File: src/rtl/rmii_rx_pkg.sv
// Package: shared constants and state type for the RMII receive assembler.
// Assumes the RMII data path is always two bits wide.
package rmii_rx_pkg;
    localparam int          DIBIT_W        = 2;
    localparam logic [1:0]  DIBIT_PREAMBLE = 2'b01;
    localparam logic [1:0]  DIBIT_SFD      = 2'b11;

    typedef enum logic [1:0] {
        RX_IDLE,   // carrier low
        RX_HUNT,   // carrier up, waiting for a preamble dibit
        RX_PRE,    // inside preamble, waiting for the closing dibit
        RX_DATA    // aligned, packing octets
    } rx_state_e;
endpackage

File: src/rtl/rmii_rx_sync.sv
// Module: rmii_rx_sync
// Brings carrier-valid into the clock domain through a flop chain, and delays
// the receive dibit by the same number of stages so both stay aligned.
// Assumes STAGES >= 2 and a synchronous, active-low reset.
module rmii_rx_sync #(
    parameter int STAGES = 2,
    parameter int DW     = 2
) (
    input  logic          clk,
    input  logic          rst_n,
    input  logic          crs_in,
    input  logic [DW-1:0] rxd_in,
    output logic          crs_s,
    output logic [DW-1:0] rxd_s
);
    logic [STAGES-1:0] crs_q;
    logic [DW-1:0]     rxd_q [STAGES];

    genvar s;
    generate
        for (s = 0; s < STAGES; s++) begin : g_stage
            if (s == 0) begin : g_first
                // Capture the raw pins.
                always_ff @(posedge clk) begin
                    if (!rst_n) begin
                        crs_q[0] <= 1'b0;
                        rxd_q[0] <= '0;
                    end else begin
                        crs_q[0] <= crs_in;
                        rxd_q[0] <= rxd_in;
                    end
                end
            end else begin : g_next
                // Shift one stage further down the chain.
                always_ff @(posedge clk) begin
                    if (!rst_n) begin
                        crs_q[s] <= 1'b0;
                        rxd_q[s] <= '0;
                    end else begin
                        crs_q[s] <= crs_q[s-1];
                        rxd_q[s] <= rxd_q[s-1];
                    end
                end
            end
        end
    endgenerate

    assign crs_s = crs_q[STAGES-1];
    assign rxd_s = rxd_q[STAGES-1];
endmodule

File: src/rtl/rmii_rx_strobe.sv
// Module: rmii_rx_strobe
// Decides in which cycles a dibit is taken. At full rate it samples every
// cycle while carrier is up. In slow mode it locks its phase to the first
// non-zero dibit and then samples once every SLOW_DIV cycles.
// Assumes slow_mode only changes while carrier is low.
module rmii_rx_strobe #(
    parameter int SLOW_DIV = 10
) (
    input  logic clk,
    input  logic rst_n,
    input  logic slow_mode,
    input  logic crs_s,
    input  logic rxd_nonzero,
    output logic sample_en
);
    localparam int              CNT_W      = (SLOW_DIV > 1) ? $clog2(SLOW_DIV) : 1;
    localparam logic [CNT_W-1:0] LAST_PHASE = CNT_W'(SLOW_DIV - 1);

    logic             locked;
    logic [CNT_W-1:0] phase;

    // Sample decision for the current cycle.
    always_comb begin
        if (!crs_s)          sample_en = 1'b0;
        else if (!slow_mode) sample_en = 1'b1;
        else if (!locked)    sample_en = rxd_nonzero;
        else                 sample_en = (phase == LAST_PHASE);
    end

    // Phase counter, locked on the first non-zero dibit of a carrier period.
    always_ff @(posedge clk) begin
        if (!rst_n) begin
            locked <= 1'b0;
            phase  <= '0;
        end else if (!crs_s || !slow_mode) begin
            locked <= 1'b0;
            phase  <= '0;
        end else if (!locked) begin
            if (rxd_nonzero) begin
                locked <= 1'b1;
                phase  <= '0;
            end
        end else if (phase == LAST_PHASE) begin
            phase <= '0;
        end else begin
            phase <= phase + 1'b1;
        end
    end
endmodule

File: src/rtl/rmii_rx_framer.sv
// Module: rmii_rx_framer
// Finds the preamble and start-of-frame dibit, then packs sampled dibits
// LSB first into octets. Reports the first octet, the end of an aligned frame,
// and a partial last octet. All outputs are registered.
// Assumes crs_s and rxd_s are already synchronous and aligned to each other.
module rmii_rx_framer
    import rmii_rx_pkg::*;
#(
    parameter int BYTE_W = 8
) (
    input  logic               clk,
    input  logic               rst_n,
    input  logic               crs_s,
    input  logic               sample_en,
    input  logic [DIBIT_W-1:0] rxd_s,
    output logic               byte_valid,
    output logic [BYTE_W-1:0]  byte_data,
    output logic               frame_start,
    output logic               frame_end,
    output logic               align_err
);
    localparam int               DPB      = BYTE_W / DIBIT_W;
    localparam int               IDX_W    = (DPB > 1) ? $clog2(DPB) : 1;
    localparam logic [IDX_W-1:0] LAST_IDX = IDX_W'(DPB - 1);

    rx_state_e         state;
    logic [IDX_W-1:0]  idx;
    logic [BYTE_W-1:0] shreg;
    logic [BYTE_W-1:0] merged;
    logic              first_pending;

    // Partial octet with the current dibit placed at its slot.
    always_comb begin
        merged = shreg;
        merged[idx*DIBIT_W +: DIBIT_W] = rxd_s;
    end

    // Alignment state machine, packing and output pulses.
    always_ff @(posedge clk) begin
        if (!rst_n) begin
            state         <= RX_IDLE;
            idx           <= '0;
            shreg         <= '0;
            first_pending <= 1'b0;
            byte_valid    <= 1'b0;
            byte_data     <= '0;
            frame_start   <= 1'b0;
            frame_end     <= 1'b0;
            align_err     <= 1'b0;
        end else begin
            byte_valid  <= 1'b0;
            frame_start <= 1'b0;
            frame_end   <= 1'b0;
            align_err   <= 1'b0;
            if (!crs_s) begin
                if (state == RX_DATA) begin
                    frame_end <= 1'b1;
                    align_err <= (idx != '0);
                end
                state         <= RX_IDLE;
                idx           <= '0;
                first_pending <= 1'b0;
            end else if (sample_en) begin
                unique case (state)
                    RX_IDLE, RX_HUNT: begin
                        state <= (rxd_s == DIBIT_PREAMBLE) ? RX_PRE : RX_HUNT;
                    end
                    RX_PRE: begin
                        if (rxd_s == DIBIT_SFD) begin
                            state         <= RX_DATA;
                            idx           <= '0;
                            first_pending <= 1'b1;
                        end else if (rxd_s != DIBIT_PREAMBLE) begin
                            state <= RX_HUNT;
                        end
                    end
                    RX_DATA: begin
                        shreg <= merged;
                        if (idx == LAST_IDX) begin
                            byte_valid    <= 1'b1;
                            byte_data     <= merged;
                            frame_start   <= first_pending;
                            first_pending <= 1'b0;
                            idx           <= '0;
                        end else begin
                            idx <= idx + 1'b1;
                        end
                    end
                    default: state <= RX_IDLE;
                endcase
            end else if (state == RX_IDLE) begin
                state <= RX_HUNT;
            end
        end
    end
endmodule

File: src/rtl/rmii_rx_assembler.sv
// Module: rmii_rx_assembler (top)
// MAC-side RMII receive path: synchronizer, rate strobe and framer in a chain.
// Assumes a continuous reference clock on clk and that rate_10m is changed
// only while carrier-valid is low.
module rmii_rx_assembler #(
    parameter int BYTE_W      = 8,
    parameter int SLOW_DIV    = 10,
    parameter int SYNC_STAGES = 2
) (
    input  logic              clk,
    input  logic              rst_n,
    input  logic              rate_10m,
    input  logic              crs_dv_in,
    input  logic [1:0]        rxd_in,
    output logic              byte_valid,
    output logic [BYTE_W-1:0] byte_data,
    output logic              frame_start,
    output logic              frame_end,
    output logic              align_err
);
    import rmii_rx_pkg::*;

    logic               crs_s;
    logic [DIBIT_W-1:0] rxd_s;
    logic               sample_en;

    rmii_rx_sync #(
        .STAGES (SYNC_STAGES),
        .DW     (DIBIT_W)
    ) u_sync (
        .clk    (clk),
        .rst_n  (rst_n),
        .crs_in (crs_dv_in),
        .rxd_in (rxd_in),
        .crs_s  (crs_s),
        .rxd_s  (rxd_s)
    );

    rmii_rx_strobe #(
        .SLOW_DIV (SLOW_DIV)
    ) u_strobe (
        .clk         (clk),
        .rst_n       (rst_n),
        .slow_mode   (rate_10m),
        .crs_s       (crs_s),
        .rxd_nonzero (|rxd_s),
        .sample_en   (sample_en)
    );

    rmii_rx_framer #(
        .BYTE_W (BYTE_W)
    ) u_framer (
        .clk         (clk),
        .rst_n       (rst_n),
        .crs_s       (crs_s),
        .sample_en   (sample_en),
        .rxd_s       (rxd_s),
        .byte_valid  (byte_valid),
        .byte_data   (byte_data),
        .frame_start (frame_start),
        .frame_end   (frame_end),
        .align_err   (align_err)
    );
endmodule

File: config.mk
export PLATFORM = sky130hd
export DESIGN_NAME = rmii_rx_assembler
export DESIGN_NICKNAME = d
export VERILOG_FILES = /design/src/rtl/rmii_rx_pkg.sv /design/src/rtl/rmii_rx_sync.sv /design/src/rtl/rmii_rx_strobe.sv /design/src/rtl/rmii_rx_framer.sv /design/src/rtl/rmii_rx_assembler.sv
export SDC_FILE = /design/constraint.sdc
export NUM_CORES = 1
export LEC_CHECK = 0
export BUFFER_PORTS_ARGS = -buffer_cell sky130_fd_sc_hd__clkbuf_2
export CORE_MARGIN = 2
export CORE_UTILIZATION = 25
export CTS_CLUSTER_DIAMETER = 50
export CTS_CLUSTER_SIZE = 30
export DETAILED_ROUTE_END_ITERATION = 6
export SLEW_MARGIN = 20
export SYNTH_ARGS = -nofsm -noshare
export SYNTH_HDL_FRONTEND = slang
export SYNTH_SLANG_ARGS = --single-unit
File: constraint.sdc
create_clock -name clk -period 2 [get_ports clk]
set_input_delay 0.2 -clock clk [delete_from_list [all_inputs] [get_ports clk]]
set_output_delay 0.2 -clock clk [all_outputs]
set_load 0.01 [all_outputs]
==> metrics.md <==
| Metric | Value |
|---|---|
| Status | `finished clean` |
| Drt drc | `0` |
| Final Cycle Share | `0.9215` |
| Fraction of layout cells with a size suffix above 1 | `0.1675` |
| Post-synth EDFFs | `0` |
| Root buf cell | `clkbuf_8` |
| Setup TNS | `0 ns` |
| GP Congestion | `0.7685` |
| Pleak | `0.7528 nW` |
| Vias in the first global route | `1192` |
| CP Capture Type | `flop` |
| Minimum clock period | `1.843 ns` |
| Vias per cell | `4.445` |
| IO buf count | `17` |
| R2R cell count | `6` |
| Mapped Area | `1618 sq um` |
| CTS H-tree depth | `2` |
| Max Fclk | `542.6 MHz` |
| WHS Path Cells | `2` |
| CP Capture Point | `u_framer.idx[1]$_SDFFE_PN0P_` |
| Die X-Extent | `84.45 um` |
| Cts hold-fix bufs | `0` |
| Drt wl/cell | `11.08 um` |
| Starting Density | `0.2562` |
| Net Count, Synth | `187` |
| Ys async rst share | `0` |
| Die Y | `84.45 um` |
| Crit-path cells | `inv_1 > ha_1 > and3b_1 > o211ai_2 > nor2_4 > a31o_1` |
| Worst setup path start | `u_strobe.phase[1]$_SDFFE_PP0P_` |
| CTS tree | `yes` |
| Count of final setup violators | `0` |
| Slew Viols, Final | `0` |
| P_int | `1.013 mW` |
| Worst-case clock buffer depth | `2` |
| NetSw | `0.2822 mW` |
| Hold WC Path Type | `input port to flop` |
| Largest net degree at the start of global routing | `33` |
| Post-route ant nets | `0` |
| # diodes | `0` |
| Max stage delay on crit path | `0.49 ns` |
| Cell Pwr Density | `682.0 nW/um^2` |
| GRT Total Usage | `0.09399` |
| Flop pwr share | `0.561` |
| Switching Share | `0.2179` |
| Area growth from synthesis to layout | `17.40%` |
| Syn. warnings | `0` |
| Final nets | `210` |
| Clk pwr share | `0.409` |
| Min Hold Slack | `0.1143 ns` |
| Num ports | `18` |
| Post-DP HPWL | `2166 um` |
| MaxCap Viol Count | `0` |
| Total CTS buffers | `5` |
| CP Data Arrival Time | `2.03 ns` |
| DRT iter0 DRCs | `55` |
| Logic pwr share | `0.030` |
| Final Cell Area | `1899 sq um` |
| CP max stage cell | `o211ai_2` |
| Initial antenna violation count | `0` |
| Routed WL | `3035 um` |
| Clk Latency, worst-skew pair | `0.29 ns` |
| RSZ-0062 raised after global routing | `false` |
| Drt first pass iters | `4` |
| Setup bufs post-CTS | `0` |
| Total grt overflow | `0` |
| Hold Fails Final Rpt | `0` |
| Average cell area after synthesis | `9.351 sq um` |
| Relative slew margins | `0.6342` |
| Mapped Cells | `173` |
| Pre-CTS setup slack | `0.1618 ns` |
| Die area | `7131 sq um` |
| Total power draw | `1.295 mW` |
| Worst-Margin Slew | `0.5470 ns` |
| Reg2reg end | `u_framer.idx[1]$_SDFFE_PN0P_` |
| Startpoint types | `flop` |
| Vias | `1218` |
| Cell Area, Placed | `1807 sq um` |
| CP required | `2.18 ns` |
| Final WS setup | `0.1570 ns` |
| Worst vdd ir | `0.3695 mV` |
| Clock Pin Slew Worst Setup and Hold Paths | `0.07 ns` |
| Post-synthesis sequential area ratio | `0.4455` |
| Post-synth top flop | `dfxtp_1` |
| Clk sink count | `36` |
| Worst Path Max Fanout | `9` |
| Cell row count | `29` |
| Clk_skew | `0.004888 ns` |
| Cts repair resizes | `0` |
| First-pass GRT wire length | `5395 um` |
| Critical path type | `flop to flop` |
| Seq cells post-synth | `36` |
| Core Area | `6314 sq um` |
| Flop2flop setup slack | `0.16 ns` |
| Worst r2r src | `u_strobe.phase[1]$_SDFFE_PP0P_` |
| Cell variety after synth | `33` |
## stage by stage
stage          std cells    util
2_1_floorplan        173       -
3_3_place_gp         266  0.2862
3_5_place_dp         266  0.2862
4_1_cts              274  0.3008
5_1_grt              274  0.3008
6_report             274  0.3008
## cell usage after synthesis (2+ instances only)
library cell,instances,share of area
and2_1,8,0.031
nor2_1,6,0.014
and3_1,4,0.015
nor2b_1,14,0.054
inv_1,6,0.014
dfxtp_1,36,0.45
a41o_1,4,0.025
clkbuf_1,4,0.0093
nand2_1,25,0.058
o21ai_0,8,0.025
nand3_1,3,0.0093
nor3_1,5,0.015
a21oi_1,6,0.019
nor2_4,2,0.014
ha_1,8,0.062
mux2i_1,17,0.11
## kinds of logic (layout without fill, tap and decap cells)
group                      Yosys count  count (layout)  synth area share
AOI/OAI and AO/OA                   28              28            0.1199
buffers and inverters               10              34           0.02320
adders and majority gates            8               8           0.06187
muxes                               17              17            0.1052
and+or+nand+nor                     74              74            0.2444
DFF                                 36              36            0.4455
## critical path, delay by kind of cell (launching register included)
| family | cells | cell delay, ns |
|---|---|---|
| buffers and inverters | 1 | 0.06 |
| and+or+nand+nor | 2 | 0.39 |
| adders and majority gates | 1 | 0.17 |
| DFF | 1 | 0.38 |
| AOI/OAI and AO/OA | 2 | 0.73 |
## worst min path at each step
| stage | startpoint | endpoint | slack (ns) |
|---|---|---|---|
| 3_5_place_dp | rxd_in[0] | u_sync.rxd_q[0][0]$_SDFF_PN0_ | 0.41 |
| 4_1_cts | rxd_in[0] | u_sync.rxd_q[0][0]$_SDFF_PN0_ | 0.11 |
| 2_1_floorplan | crs_dv_in | u_sync.crs_q[0]$_SDFF_PN0_ | 0.33 |
| 5_1_grt | rxd_in[0] | u_sync.rxd_q[0][0]$_SDFF_PN0_ | 0.11 |
| 6_report | rxd_in[0] | u_sync.rxd_q[0][0]$_SDFF_PN0_ | 0.11 |
| 3_3_place_gp | rxd_in[0] | u_sync.rxd_q[0][0]$_SDFF_PN0_ | 0.41 |
## final cells by class
cell class                 instances  area [sq um]
clock buffer                       6         82.58
clock inverter                     2         10.01
fill                             683          4414
inverter                           6         22.52
multi-input combinational        127         859.6
sequential                        36         720.7
tap                               77         96.34
timing repair buffer              20         107.6
## power groups by stage
stage	combinational [mW]	clock (mW)	sequential [mW]
2_1_floorplan	0.0245	0	0.743
3_3_place_gp	0.0397	0	0.744
3_5_place_dp	0.0391	0	0.744
4_1_cts	0.0393	0.548	0.727
5_1_grt	0.0438	0.581	0.728
6_report	0.0384	0.530	0.727
## sequential cells by signal, indices dropped and copies added, names as in the netlist
signal / count
u_framer.first_pending: 1
u_framer.frame_start: 1
u_sync.crs_q: 1
u_framer.frame_end: 1
u_framer.state: 2
u_strobe.locked: 1
u_framer.idx: 2
u_framer.align_err: 1
u_sync.crs_s: 1
u_strobe.phase: 4
u_sync.rxd_q: 4
u_framer.byte_data: 8
u_framer.shreg: 8
u_framer.byte_valid: 1
## cell usage in the layout, fill, tap and decap left out, types with 2 or more instances in the layout
cell / Yosys / routed
dfxtp_1: 36 / 36
nand2_1: 25 / 25
mux2i_1: 17 / 17
clkbuf_2: 0 / 17
nor2b_1: 14 / 14
o21ai_0: 8 / 8
and2_1: 8 / 8
ha_1: 8 / 8
inv_1: 6 / 6
nor2_1: 6 / 6
a21oi_1: 6 / 6
clkbuf_8: 0 / 6
nor3_1: 5 / 5
a41o_1: 4 / 4
and3_1: 4 / 4
nand3_1: 3 / 3
buf_4: 0 / 3
nor2_4: 2 / 2
clkinv_2: 0 / 2
## metal layers
metal,track usage,wire [um]
met3,0.03343,138
met5,0,0
met1,0.1184,1570
met2,0.1486,1271
met4,0.03463,55
(Power assumes the default switching activity.)
